--- src/rtl/intx_pkg.sv ---
package intx_pkg;

    // Register byte offsets (software decodes these)
    localparam int unsigned OFS_EOI      = 32'h010;
    localparam int unsigned OFS_SRC_EN   = 32'h100;
    localparam int unsigned OFS_LNK_EN   = 32'h108;
    localparam int unsigned OFS_SRC_ST   = 32'h500;
    localparam int unsigned OFS_LNK_ST   = 32'h508;
    localparam int unsigned OFS_SRC_CLR  = 32'h700;
    localparam int unsigned OFS_LNK_CLR  = 32'h708;

    // Bit carrying the link-down event in its enable/status/clear words
    localparam int unsigned LNK_BIT = 1;

    typedef enum logic [1:0] {
        ST_IDLE  = 2'd0,
        ST_FIRE  = 2'd1,
        ST_WAIT  = 2'd2,
        ST_REARM = 2'd3
    } pulse_st_e;

endpackage

--- src/rtl/intx_regs.sv ---
module intx_regs
    import intx_pkg::*;
#(
    parameter int NUM_SRC = 4,
    parameter int ADDR_W  = 12,
    parameter int DATA_W  = 32
) (
    input  logic               clk,
    input  logic               rst_n,
    input  logic [ADDR_W-1:0]  bus_addr,
    input  logic               bus_we,
    input  logic [DATA_W-1:0]  bus_wdata,
    input  logic [NUM_SRC-1:0] st_src,
    input  logic               st_lnk,
    output logic [NUM_SRC-1:0] en_src,
    output logic               en_lnk,
    output logic [NUM_SRC-1:0] clr_src,
    output logic               clr_lnk,
    output logic               eoi_hit,
    output logic [DATA_W-1:0]  bus_rdata
);

    localparam logic [ADDR_W-1:0] A_EOI    = ADDR_W'(OFS_EOI);
    localparam logic [ADDR_W-1:0] A_SRC_EN = ADDR_W'(OFS_SRC_EN);
    localparam logic [ADDR_W-1:0] A_LNK_EN = ADDR_W'(OFS_LNK_EN);
    localparam logic [ADDR_W-1:0] A_SRC_ST = ADDR_W'(OFS_SRC_ST);
    localparam logic [ADDR_W-1:0] A_LNK_ST = ADDR_W'(OFS_LNK_ST);
    localparam logic [ADDR_W-1:0] A_SRC_CL = ADDR_W'(OFS_SRC_CLR);
    localparam logic [ADDR_W-1:0] A_LNK_CL = ADDR_W'(OFS_LNK_CLR);
    localparam logic [DATA_W-1:0] IDX_LIM  = DATA_W'(NUM_SRC);

    logic wr_src_en, wr_lnk_en, wr_src_cl, wr_lnk_cl, wr_eoi;
    logic [DATA_W-1:0] rd_next;

    // Write strobes
    always_comb begin
        wr_src_en = bus_we && (bus_addr == A_SRC_EN);
        wr_lnk_en = bus_we && (bus_addr == A_LNK_EN);
        wr_src_cl = bus_we && (bus_addr == A_SRC_CL);
        wr_lnk_cl = bus_we && (bus_addr == A_LNK_CL);
        wr_eoi    = bus_we && (bus_addr == A_EOI);
    end

    assign clr_src = wr_src_cl ? bus_wdata[NUM_SRC-1:0] : '0;
    assign clr_lnk = wr_lnk_cl && bus_wdata[LNK_BIT];
    assign eoi_hit = wr_eoi && (bus_wdata < IDX_LIM);

    always_ff @(posedge clk or negedge rst_n) begin
        if (!rst_n) begin
            en_src <= '0;
            en_lnk <= 1'b0;
        end else begin
            if (wr_src_en) en_src <= bus_wdata[NUM_SRC-1:0];
            if (wr_lnk_en) en_lnk <= bus_wdata[LNK_BIT];
        end
    end

    // Read mux
    always_comb begin
        rd_next = '0;
        case (bus_addr)
            A_SRC_EN: rd_next[NUM_SRC-1:0] = en_src;
            A_SRC_ST: rd_next[NUM_SRC-1:0] = st_src;
            A_LNK_EN: rd_next[LNK_BIT]     = en_lnk;
            A_LNK_ST: rd_next[LNK_BIT]     = st_lnk;
            default:  rd_next = '0;
        endcase
    end

    always_ff @(posedge clk or negedge rst_n) begin
        if (!rst_n) bus_rdata <= '0;
        else        bus_rdata <= rd_next;
    end

endmodule

--- src/rtl/intx_src_bank.sv ---
module intx_src_bank #(
    parameter int NUM_SRC = 4
) (
    input  logic               clk,
    input  logic               rst_n,
    input  logic [NUM_SRC-1:0] lvl,
    input  logic [NUM_SRC-1:0] en_src,
    input  logic [NUM_SRC-1:0] clr_src,
    input  logic               lnk_evt,
    input  logic               en_lnk,
    input  logic               clr_lnk,
    output logic [NUM_SRC-1:0] st_src,
    output logic               st_lnk
);

    // One sticky flag per source; clear wins in its own cycle
    for (genvar g = 0; g < NUM_SRC; g++) begin : g_src
        always_ff @(posedge clk or negedge rst_n) begin
            if (!rst_n)                  st_src[g] <= 1'b0;
            else if (clr_src[g])         st_src[g] <= 1'b0;
            else if (lvl[g] && en_src[g]) st_src[g] <= 1'b1;
        end
    end

    always_ff @(posedge clk or negedge rst_n) begin
        if (!rst_n)                st_lnk <= 1'b0;
        else if (clr_lnk)          st_lnk <= 1'b0;
        else if (lnk_evt && en_lnk) st_lnk <= 1'b1;
    end

endmodule

--- src/rtl/intx_pulse_fsm.sv ---
module intx_pulse_fsm
    import intx_pkg::*;
(
    input  logic clk,
    input  logic rst_n,
    input  logic pend,
    input  logic eoi_hit,
    output logic irq_pulse
);

    pulse_st_e state, state_nx;

    always_ff @(posedge clk or negedge rst_n) begin
        if (!rst_n) state <= ST_IDLE;
        else        state <= state_nx;
    end

    always_comb begin
        state_nx = state;
        unique case (state)
            ST_IDLE:  state_nx = pend ? ST_FIRE : ST_IDLE;
            ST_FIRE: begin
                if (eoi_hit)   state_nx = ST_REARM;
                else if (pend) state_nx = ST_WAIT;
                else           state_nx = ST_IDLE;
            end
            ST_WAIT: begin
                if (!pend)        state_nx = ST_IDLE;
                else if (eoi_hit) state_nx = ST_FIRE;
                else              state_nx = ST_WAIT;
            end
            ST_REARM: state_nx = pend ? ST_FIRE : ST_IDLE;
            default:  state_nx = ST_IDLE;
        endcase
    end

    always_comb begin
        irq_pulse = (state == ST_FIRE);
    end

endmodule

--- src/rtl/intx_pulse_merge.sv ---
module intx_pulse_merge #(
    parameter int NUM_SRC = 4,
    parameter int ADDR_W  = 12,
    parameter int DATA_W  = 32
) (
    input  logic               clk,
    input  logic               rst_n,
    input  logic [NUM_SRC-1:0] intx_lvl,
    input  logic               link_down,
    input  logic [ADDR_W-1:0]  bus_addr,
    input  logic               bus_we,
    input  logic [DATA_W-1:0]  bus_wdata,
    output logic [DATA_W-1:0]  bus_rdata,
    output logic               irq_pulse
);

    logic [NUM_SRC-1:0] en_src, st_src, clr_src;
    logic en_lnk, st_lnk, clr_lnk, eoi_hit, pend;

    assign pend = |(en_src & st_src);

    intx_regs #(.NUM_SRC(NUM_SRC), .ADDR_W(ADDR_W), .DATA_W(DATA_W)) u_regs (
        .clk(clk), .rst_n(rst_n),
        .bus_addr(bus_addr), .bus_we(bus_we), .bus_wdata(bus_wdata),
        .st_src(st_src), .st_lnk(st_lnk),
        .en_src(en_src), .en_lnk(en_lnk),
        .clr_src(clr_src), .clr_lnk(clr_lnk),
        .eoi_hit(eoi_hit), .bus_rdata(bus_rdata)
    );

    intx_src_bank #(.NUM_SRC(NUM_SRC)) u_bank (
        .clk(clk), .rst_n(rst_n),
        .lvl(intx_lvl), .en_src(en_src), .clr_src(clr_src),
        .lnk_evt(link_down), .en_lnk(en_lnk), .clr_lnk(clr_lnk),
        .st_src(st_src), .st_lnk(st_lnk)
    );

    intx_pulse_fsm u_fsm (
        .clk(clk), .rst_n(rst_n),
        .pend(pend), .eoi_hit(eoi_hit),
        .irq_pulse(irq_pulse)
    );

endmodule

--- config.mk ---
export PLATFORM = sky130hd
export DESIGN_NAME = intx_pulse_merge
export DESIGN_NICKNAME = d
export VERILOG_FILES = /design/src/rtl/intx_pkg.sv /design/src/rtl/intx_regs.sv /design/src/rtl/intx_src_bank.sv /design/src/rtl/intx_pulse_fsm.sv /design/src/rtl/intx_pulse_merge.sv
export SDC_FILE = /design/constraint.sdc
export NUM_CORES = 1
export LEC_CHECK = 0
export CAP_MARGIN = 20
export CELL_PAD_IN_SITES_DETAIL_PLACEMENT = 0
export CELL_PAD_IN_SITES_GLOBAL_PLACEMENT = 1
export CORE_ASPECT_RATIO = 0.8
export CORE_UTILIZATION = 22
export CTS_CLUSTER_DIAMETER = 80
export DETAILED_ROUTE_END_ITERATION = 7
export GPL_TIMING_DRIVEN = 1
export PLACE_DENSITY = 0.8
export SYNTH_ARGS = -nofsm -noshare
export SYNTH_HDL_FRONTEND = slang
export SYNTH_SLANG_ARGS = --single-unit
--- constraint.sdc ---
create_clock -name clk -period 1.1 [get_ports clk]
set_input_delay 0.22 -clock clk [delete_from_list [all_inputs] [get_ports clk]]
set_output_delay 0.22 -clock clk [all_outputs]
set_load 0.02 [all_outputs]
==> flow_metrics.tcl <==
set metrics [dict create \
    grt_overflow 0 \
    path_max_fanout 2 \
    start_util_pct 22.9 \
    wl_per_cell_um 11.3 \
    combPwrFrac_pct 26.0 \
    fin_crit_sh_pct 163 \
    final_util_pct 41.9 \
    num_rows 22 \
    use_met2_pct 21.3 \
    root_buffer "clkbuf_8" \
    drv_slew 0 \
    p_per_area_mw_per_mm2 784 \
    power_leakage_nw 0.891 \
    report.final.setup_viol 17 \
    synth-compound-area-share_pct 9.39 \
    vias_per_cell 3.98 \
    fin_ws_ns -0.698 \
    worstSetupStartpointType "primary input" \
    max_cap_violations 0 \
    synth.mux.area_fraction_pct 10.1 \
    yosys.area_share.simple_pct 18.0 \
    critPathTopFamily "simple AND/OR/NAND/NOR gates" \
    portBuffers 56 \
    dp_hpwl_um 2330 \
    clkTransAtPathRegs_ns 0.06 \
    fin_area_mm2 0.00193 \
    core_area_mm2 0.00460 \
    wl_um 2880 \
    grt_pass1_wl_um 4480 \
    met1_usage_pct 13.3 \
    final_cells 254 \
    grt_pass1_vias 1006 \
    fin_nets 249 \
    synth.ff_latch_count 16 \
    power_frac_seq_pct 40.3 \
    synthCells 112 \
    synth_warnings 0 \
    dieArea_mm2 0.00507 \
    layout_common_cells "clkdlybuf4s50_1 (43), conb_1 (28), buf_4 (22), dfrtp_1 (16), buf_6 (7)" \
    synth-adder-area-share_pct 2.38 \
    layout_commonest_cell "clkdlybuf4s50_1" \
    violations "setup timing" \
    synth_xor_area_share_pct 0 \
    cts_tree "yes" \
    place_area_mm2 0.00174 \
    rsz0062_at_grt "true" \
    drive_gt1_share_pct 34.0 \
    cp.arrival_ns 1.97 \
    hold_viol_final 0 \
    grt_start_max_net_pins 17 \
    cts.sinks 16 \
    multi_input_area_um2 649 \
    syn-cell-area_mm2 0.00105 \
    antennaDiodeCount 0 \
    die_width_um 79.3 \
    grt_use_total_pct 11.7 \
    die_y_um 63.9 \
    drc 0 \
    status "complete, but fails checks" \
    ant_nets 0 \
    ir_worst_vdd_v 0.000320 \
    worst_path_max_delay_cell "or4_4" \
    n_fill_cell 429 \
    synth_cell_types 25 \
    p_switching_mw 0.375 \
    io_pins 85 \
    p_sw_share_pct 24.9 \
    final.min_clock_period_ns 1.80 \
    crit_top_cell "or4_4" \
    path_class "primary input to register" \
    busiest_layer "met2" \
    htreeDepth 1 \
    first_iter_violations 23 \
    fmax_mhz 556 \
    use_met3_pct 2.57 \
    dpl.cell_count 248 \
    cp-end-kind "register" \
    antenna_found_initial 0 \
    area_delta_synth_final_pct 83.0 \
    syn_avg_cell_area_um2 9.40 \
    globalplace.congestion 0.786 \
    firstDrtPassIters 4 \
    worstHoldPathType "primary input to async pin" \
    clkPwrFrac_pct 33.8 \
    synth-seq-area-share_pct 38.0 \
    worst-path-buf-inv 1 \
    seq_area_um2 400 \
    holdBufCountCts 0 \
    vias 1012 \
    synth_top_family_by_area "buffers and inverters" \
    p_int_mw 1.13 \
    clock_skew_ns 0.00449 \
    cts_inserted_buffers 3 \
    worstPathRequired_ns 1.27 \
    clk_latency_ns 0.25 \
    max_stage_delay_ns 0.52 \
    clk_path_buf_depth 2 \
    path_cells "buf_6, or4_4, or4_4, or4_4, a22oi_2" \
]
[Yosys cell counts]
library cell / instances / area [um^2]
o41ai_1: 1 / 8.76
a21oi_1: 10 / 50.1
nor4_1: 6 / 37.5
nor4bb_1: 1 / 10.0
dfrtp_1: 16 / 400
o21ai_1: 1 / 5.00
buf_4: 28 / 210
a31oi_1: 1 / 6.26
nand4_1: 1 / 6.26
and2_1: 1 / 6.26
nor4b_1: 2 / 17.5
o22ai_1: 1 / 6.26
a22oi_1: 3 / 22.5
mux2i_1: 5 / 50.1
inv_1: 4 / 15.0
nand2_1: 5 / 18.8
nor2_1: 6 / 22.5
nand2b_1: 2 / 12.5
or4_1: 5 / 37.5
clkbuf_1: 1 / 3.75
conb_1: 1 / 3.75
ha_1: 2 / 25.0
nand3_1: 3 / 15.0
mux2_2: 5 / 56.3
nor3_1: 1 / 5.00
[path summary, 6_finish.rpt]
| kind | slack (ns) | from | end | cells past startpoint |
|---|---|---|---|---|
| min reg2reg | 0.54 | u_regs.en_lnk | u_regs.en_lnk | 1 |
| min in group clk | 0.46 | bus_wdata[15] | u_fsm.state[1] | 5 |
| max reg2reg | 0.05 | u_bank.st_src[0] | u_fsm.state[0] | 4 |
| min | 0.28 | rst_n | u_bank.st_src[2] | 2 |
| max | -0.70 | bus_wdata[17] | u_fsm.state[1] | 5 |
| max in group asynchronous | 0.63 | rst_n | u_regs.en_src[3] | 2 |
[metal layers]
metal | wire, um | share of wire [%] | vias to the layer above
li1 | - | - | 511
met1 | 1190 | 41 | 465
met2 | 1500 | 52 | 29
met3 | 122 | 4.2 | 7
met4 | 69 | 2.4 | 0
met5 | 0 | 0 | -
[state kept, by name, summed over array words and instances (netlist names)]
name	flops
u_bank.st_lnk	1
u_bank.st_src	4
u_fsm.state	2
u_regs.bus_rdata	4
u_regs.en_lnk	1
u_regs.en_src	4
[repair_timing]
action / CTS / global route
setup buffers: 1 / 1
gates resized for setup: 68 / 8
pin swaps: 16 / 6
setup endpoints to repair: 21 / 20
[power groups by stage]
stage | clock, mW | sequential [mW] | combinational (mW)
global route | 0.556 | 0.608 | 0.423
CTS | 0.525 | 0.607 | 0.379
finish | 0.509 | 0.607 | 0.392
floorplan | 0 | 0.617 | 0.198
global placement | 0 | 0.618 | 0.365
detailed placement | 0 | 0.617 | 0.367
[area by class of cell]
type	instances	share of cell area, %
multi-input combinational	90	33.7
timing repair buffer	80	37.9
inverter	4	0.780
clock buffer	4	2.86
sequential	16	20.8
tap	60	3.90
[cell families after synthesis]
group                    count (synthesis)
other                                    1
AO/OA/AOI/OAI                           17
buffers and inverters                   33
AND/OR/NAND/NOR                         33
multiplexers                            10
adder cells (fa/ha/maj)                  2
flip-flops                              16
[per-stage QoR]
| stage | worst slack [ns] | hold WS [ns] | power (mW) | TNS, ns |
|---|---|---|---|---|
| after CTS | -0.729 | 0.292 | 1.51 | -7.18 |
| final | -0.698 | 0.284 | 1.51 | -8.65 |
| after detailed placement | -1.30 | 0.531 | 0.984 | -18.47 |
| after global routing | -0.734 | 0.299 | 1.59 | -9.13 |
| after global placement | -1.29 | 0.528 | 0.982 | -18.37 |
| after floorplan | -0.819 | -0.0756 | 0.814 | -7.85 |
Note: power is estimated with default switching activity, not from simulation.
